`config.mk`:
```
export PLATFORM = sky130hd
export DESIGN_NAME = bus_xcvr
export DESIGN_NICKNAME = d
export VERILOG_FILES = /design/src/rtl/xcvr_pkg.sv /design/src/rtl/xcvr_edge_sync.sv /design/src/rtl/xcvr_hold_reg.sv /design/src/rtl/xcvr_lane_drive.sv /design/src/rtl/xcvr_lane.sv /design/src/rtl/bus_xcvr.sv
export SDC_FILE = /design/constraint.sdc
export NUM_CORES = 1
export LEC_CHECK = 0
export BUFFER_PORTS_ARGS = -buffer_cell sky130_fd_sc_hd__buf_2
export CAP_MARGIN = 15
export CORE_ASPECT_RATIO = 1.5
export CORE_MARGIN = 2
export CORE_UTILIZATION = 52
export DETAILED_ROUTE_END_ITERATION = 10
export PLACE_DENSITY_LB_ADDON = 0.25
export SLEW_MARGIN = 10
export SYNTH_ARGS = -nofsm -noshare
export SYNTH_HDL_FRONTEND = slang
export SYNTH_SLANG_ARGS = --single-unit
```
`constraint.sdc`:
```
create_clock -name clk -period 1.5 [get_ports clk]
set_input_delay 0 -clock clk [delete_from_list [all_inputs] [get_ports clk]]
set_output_delay 0 -clock clk [all_outputs]
set_load 0.01 [all_outputs]
```
`src/rtl/xcvr_pkg.sv`:
```
package xcvr_pkg;

  typedef enum logic [1:0] {
    SIDE_NONE = 2'd0,
    SIDE_A    = 2'd1,
    SIDE_B    = 2'd2
  } drive_side_t;

  function automatic drive_side_t pick_side(input logic en_n, input logic to_b);
    if (en_n)      return SIDE_NONE;
    else if (to_b) return SIDE_B;
    else           return SIDE_A;
  endfunction

endpackage

```
`src/rtl/xcvr_edge_sync.sv`:
```
module xcvr_edge_sync #(
  parameter int STAGES = 2
) (
  input  logic clk,
  input  logic rst,
  input  logic level_in,
  output logic rise
);
  localparam int LAST = STAGES - 1;

  logic [STAGES-1:0] chain;
  logic              prev;

  always_ff @(posedge clk) begin
    if (rst) begin
      chain <= '0;
      prev  <= 1'b0;
    end else begin
      chain <= {chain[STAGES-2:0], level_in};
      prev  <= chain[LAST];
    end
  end

  assign rise = chain[LAST] & ~prev;
endmodule

```
`src/rtl/xcvr_hold_reg.sv`:
```
module xcvr_hold_reg #(
  parameter int W = 8
) (
  input  logic         clk,
  input  logic         rst,
  input  logic         load,
  input  logic [W-1:0] d,
  output logic [W-1:0] q
);
  always_ff @(posedge clk) begin
    if (rst)       q <= '0;
    else if (load) q <= d;
  end
endmodule

```
`src/rtl/xcvr_lane_drive.sv`:
```
module xcvr_lane_drive
  import xcvr_pkg::*;
#(
  parameter int W = 8
) (
  input  logic         en_n,
  input  logic         to_b,
  input  logic         a_sel_hold,
  input  logic         b_sel_hold,
  input  logic [W-1:0] a_live,
  input  logic [W-1:0] b_live,
  input  logic [W-1:0] a_held,
  input  logic [W-1:0] b_held,
  output logic [W-1:0] a_dat,
  output logic [W-1:0] a_en,
  output logic [W-1:0] b_dat,
  output logic [W-1:0] b_en
);
  drive_side_t side;
  logic [W-1:0] to_a_val, to_b_val;

  assign side     = pick_side(en_n, to_b);
  assign to_a_val = a_sel_hold ? b_held : b_live;
  assign to_b_val = b_sel_hold ? a_held : a_live;

  always_comb begin
    a_dat = '0;
    a_en  = '0;
    b_dat = '0;
    b_en  = '0;
    case (side)
      SIDE_A: begin
        a_dat = to_a_val;
        a_en  = '1;
      end
      SIDE_B: begin
        b_dat = to_b_val;
        b_en  = '1;
      end
      default: ;
    endcase
  end
endmodule

```
`src/rtl/xcvr_lane.sv`:
```
module xcvr_lane #(
  parameter int W      = 8,
  parameter int STAGES = 2
) (
  input  logic         clk,
  input  logic         rst,
  input  logic         en_n,
  input  logic         to_b,
  input  logic         stb_a,
  input  logic         stb_b,
  input  logic         a_sel_hold,
  input  logic         b_sel_hold,
  input  logic [W-1:0] a_pin_in,
  input  logic [W-1:0] b_pin_in,
  output logic [W-1:0] a_pin_out,
  output logic [W-1:0] a_pin_oe,
  output logic [W-1:0] b_pin_out,
  output logic [W-1:0] b_pin_oe
);
  logic         load_a, load_b;
  logic [W-1:0] a_held, b_held;

  xcvr_edge_sync #(.STAGES(STAGES)) u_sync_a (
    .clk(clk), .rst(rst), .level_in(stb_a), .rise(load_a)
  );
  xcvr_edge_sync #(.STAGES(STAGES)) u_sync_b (
    .clk(clk), .rst(rst), .level_in(stb_b), .rise(load_b)
  );

  xcvr_hold_reg #(.W(W)) u_hold_a (
    .clk(clk), .rst(rst), .load(load_a), .d(a_pin_in), .q(a_held)
  );
  xcvr_hold_reg #(.W(W)) u_hold_b (
    .clk(clk), .rst(rst), .load(load_b), .d(b_pin_in), .q(b_held)
  );

  xcvr_lane_drive #(.W(W)) u_drive (
    .en_n(en_n), .to_b(to_b),
    .a_sel_hold(a_sel_hold), .b_sel_hold(b_sel_hold),
    .a_live(a_pin_in), .b_live(b_pin_in),
    .a_held(a_held), .b_held(b_held),
    .a_dat(a_pin_out), .a_en(a_pin_oe),
    .b_dat(b_pin_out), .b_en(b_pin_oe)
  );
endmodule

```
`src/rtl/bus_xcvr.sv`:
```
module bus_xcvr #(
  parameter int LANES       = 2,
  parameter int LANE_W      = 8,
  parameter int SYNC_STAGES = 2,
  localparam int W          = LANES * LANE_W
) (
  input  logic             clk,
  input  logic             rst,
  input  logic [LANES-1:0] out_en_n,
  input  logic [LANES-1:0] dir_to_b,
  input  logic [LANES-1:0] cap_a,
  input  logic [LANES-1:0] cap_b,
  input  logic [LANES-1:0] a_src_hold,
  input  logic [LANES-1:0] b_src_hold,
  input  logic [W-1:0]     a_in,
  input  logic [W-1:0]     b_in,
  output logic [W-1:0]     a_out,
  output logic [W-1:0]     a_oe,
  output logic [W-1:0]     b_out,
  output logic [W-1:0]     b_oe
);
  for (genvar l = 0; l < LANES; l++) begin : g_lane
    xcvr_lane #(.W(LANE_W), .STAGES(SYNC_STAGES)) u_lane (
      .clk        (clk),
      .rst        (rst),
      .en_n       (out_en_n[l]),
      .to_b       (dir_to_b[l]),
      .stb_a      (cap_a[l]),
      .stb_b      (cap_b[l]),
      .a_sel_hold (a_src_hold[l]),
      .b_sel_hold (b_src_hold[l]),
      .a_pin_in   (a_in[l*LANE_W +: LANE_W]),
      .b_pin_in   (b_in[l*LANE_W +: LANE_W]),
      .a_pin_out  (a_out[l*LANE_W +: LANE_W]),
      .a_pin_oe   (a_oe[l*LANE_W +: LANE_W]),
      .b_pin_out  (b_out[l*LANE_W +: LANE_W]),
      .b_pin_oe   (b_oe[l*LANE_W +: LANE_W])
    );
  end
endmodule

```
==> results.json <==
{
  "outcome": "finished, final reports clean",
  "grt_overflow_total": 0,
  "dr.pass1.iters": 4,
  "fin_crit_sh_pct": 68.3,
  "fin_setup_tns_ns": 0,
  "power_frac_clock_pct": 28.7,
  "skew_ns": 0.00371,
  "crit_buf_inv": 3,
  "critPathKind": "input port to output port",
  "avgViaCountPerCell": 5.00,
  "p_int_w": 0.00177,
  "clockBufferDepth": 2,
  "synth_fp_nets": 318,
  "antenna_found_initial": 0,
  "cts_setup_buffers": 0,
  "netlist_area_mm2": 0.00260,
  "clkTransAtPathRegs_ns": 0.08,
  "max_stage_delay_ns": 0.56,
  "yosysUniqueCellTypes": 16,
  "drive_gt1_share_pct": 39.9,
  "ys_ff_latch": 44,
  "combPwrFrac_pct": 19.5,
  "io_buffers": 109,
  "final_net_count": 414,
  "setup_viol": 0,
  "grt_usage_pct": 19.6,
  "io_pins": 110,
  "clock_latency_ns": 0.29,
  "vias": 2170,
  "die_area_mm2": 0.00559,
  "critPathRequiredTime_ns": 1.50,
  "crit_path_end_kind": "output port",
  "cp_common_cell": "buf_2",
  "drt_iter0_drc": 105,
  "pre_cts_slack_ns": 0.490,
  "power.total_w": 0.00239,
  "synth.top_cell.area_share_pct": 33.9,
  "wire_per_inst_um": 12.3,
  "drc_errors": 0,
  "fin_crit_ns": 1.02,
  "syn_inst": 272,
  "cts_hold_buf": 21,
  "cp_max_fo": 2,
  "path_cells": "dlygate4sd3_1, buf_2, mux2i_1, nor2_1, buf_2",
  "slew_violations": 0,
  "startpoint_type": "input port",
  "fmax_ghz": 0.976,
  "wl_mm": 5.35,
  "swShare_pct": 26.0,
  "peakVddDrop_v": 0.000577,
  "worst_pin_slew_ns": 0.347,
  "cts_tree": "done",
  "power.share.sequential_pct": 51.8,
  "hold_viol_final": 0,
  "postRouteAntennaNets": 0,
  "hpwlAfterDp_mm": 3.60,
  "placed_cell_area_mm2": 0.00294,
  "syn_area_per_cell_um2": 9.55,
  "antenna_cells": 0,
  "synth_top_cell_by_area": "dfxtp_1",
  "grt_pass1_wl_mm": 8.68,
  "grt_max_degree": 77,
  "power_density_mw_per_mm2": 737,
  "area_growth_pct": 24.8,
  "cp_slowest_cell": "dlygate4sd3_1",
  "hold_path.class": "input port to flop",
  "drv_cap": 0,
  "fillers": 442,
  "cts.sinks": 44,
  "die_h_um": 90.6,
  "arrival_ns": 1.02,
  "relSlewSlack_pct": 76.9,
  "fin_area_mm2": 0.00324,
  "cts_max_level": 2,
  "fp-row-count": 31,
  "switchingPower_w": 0.000620,
  "p_leak_nw": 1.51,
  "start_util_pct": 54.0,
  "die_w_um": 61.7,
  "worst_slack_ns": 0.476,
  "rsz0062_at_grt": "false",
  "ys.warnings.count": 0,
  "cts_resized": 0,
  "gp_congestion": 0.698,
  "ys_seq_area_share_pct": 33.9,
  "core_mm2": 0.00481,
  "rrSetupSlack_ns": 0.50,
  "cts_buffers": 5,
  "critPathTopFamily": "buffers and inverters",
  "grt_pass1_vias": 2054,
  "root_buffer": "clkbuf_8",
  "synth_area_leaders": "dfxtp_1 (34%), nand4bb_1 (14%), mux2i_1 (12%), nand2b_1 (8.2%), buf_4 (8.1%)"
}
## placed cells by master, fill, tap and decap left out, types with 2 or more instances in the layout
master and count:
clkbuf_8 5, nor2b_1 12, and2b_4 4, dfxtp_1 44, nand4bb_1 32, dlygate4sd3_1 22
mux2i_1 32, nor2_1 32, o21ai_1 8, inv_1 2, inv_2 2, or2_1 2
o21ai_2 24, nand2b_1 34, buf_2 109
## final cells by class
| cell class | instances | area (µm²) | area share [%] |
|---|---|---|---|
| Inverter | 4 | 15.0 | 0.463 |
| Clock inverter | 1 | 5.00 | 0.154 |
| Tap cell | 66 | 82.6 | 2.55 |
| Multi-Input combinational cell | 180 | 1390 | 42.9 |
| Timing Repair Buffer | 133 | 793 | 24.5 |
| Clock buffer | 6 | 72.6 | 2.24 |
| Sequential cell | 44 | 881 | 27.2 |
## worst min-delay path: stages
cell and delay, ns:
buf_2 0.09, nand4bb_1 0.11, o21ai_2 0.07
## path summary, 6_finish.rpt
path	start	to	cells after the start
worst max-delay path	b_in[4]	a_out[4]	5
worst min-delay path	b_in[9]	g_lane[1].u_lane.u_hold_b.q[1]$_SDFFE_PP0P_	3
worst max register to register	g_lane[0].u_lane.u_sync_b.chain[1]$_SDFF_PP0_	g_lane[0].u_lane.u_hold_b.q[5]$_SDFFE_PP0P_	2
worst min register to register	g_lane[0].u_lane.u_sync_a.chain[0]$_SDFF_PP0_	g_lane[0].u_lane.u_sync_a.chain[1]$_SDFF_PP0_	1
## synth_stat cells
master / instances
inv_2: 2
buf_6: 4
nor2b_1: 12
buf_2: 8
or2_1: 2
clkbuf_1: 4
inv_1: 2
o21ai_2: 24
mux2i_1: 32
nand4bb_1: 32
and2b_4: 4
buf_4: 28
dfxtp_1: 44
o21ai_1: 8
nor2_1: 32
nand2b_1: 34
## power by group through the flow
stage	clock network, W	registers, W	logic (W)
floorplan	0	0.00126	0.000321
global placement	0	0.00126	0.000416
detailed placement	0	0.00127	0.000422
CTS	0.000715	0.00124	0.000465
global route	0.000764	0.00124	0.000513
finish	0.000686	0.00124	0.000465
## through the flow
stage / std cells / hold slack, ns / utilization, %
after detailed placement: 405 / 0.214 / 61.2
final: 434 / 0.00428 / 67.4
after floorplan: 272 / 0.128 / -
after global placement: 405 / 0.210 / 61.2
after global routing: 434 / 0.00548 / 67.4
after CTS: 433 / 0.000557 / 67.2
## routing by layer
layer	share of wire (%)	GRT usage, %	up-vias	routed length (µm)
met4	2.6	6.74	0	137
met1	40	20.9	995	2120
met3	4.5	3.58	12	239
li1	-	-	1091	-
met2	53	36.1	72	2850
met5	0	0	-	0
## registers in the layout (all words and copies together) (netlist names)
register / count
g_lane.u_lane.u_sync_a.chain: 4
g_lane.u_lane.u_sync_b.chain: 4
g_lane.u_lane.u_hold_b.q: 16
g_lane.u_lane.u_sync_b.prev: 2
g_lane.u_lane.u_hold_a.q: 16
g_lane.u_lane.u_sync_a.prev: 2
## logic make-up after synthesis
kind of cell | count (synthesis) | synth area share [%]
flops | 44 | 33.9
compound gates | 32 | 9.63
mux | 32 | 12.3
buf+inv | 48 | 12.5
simple gates | 116 | 31.6
Note: power is estimated with default switching activity, not from simulation.
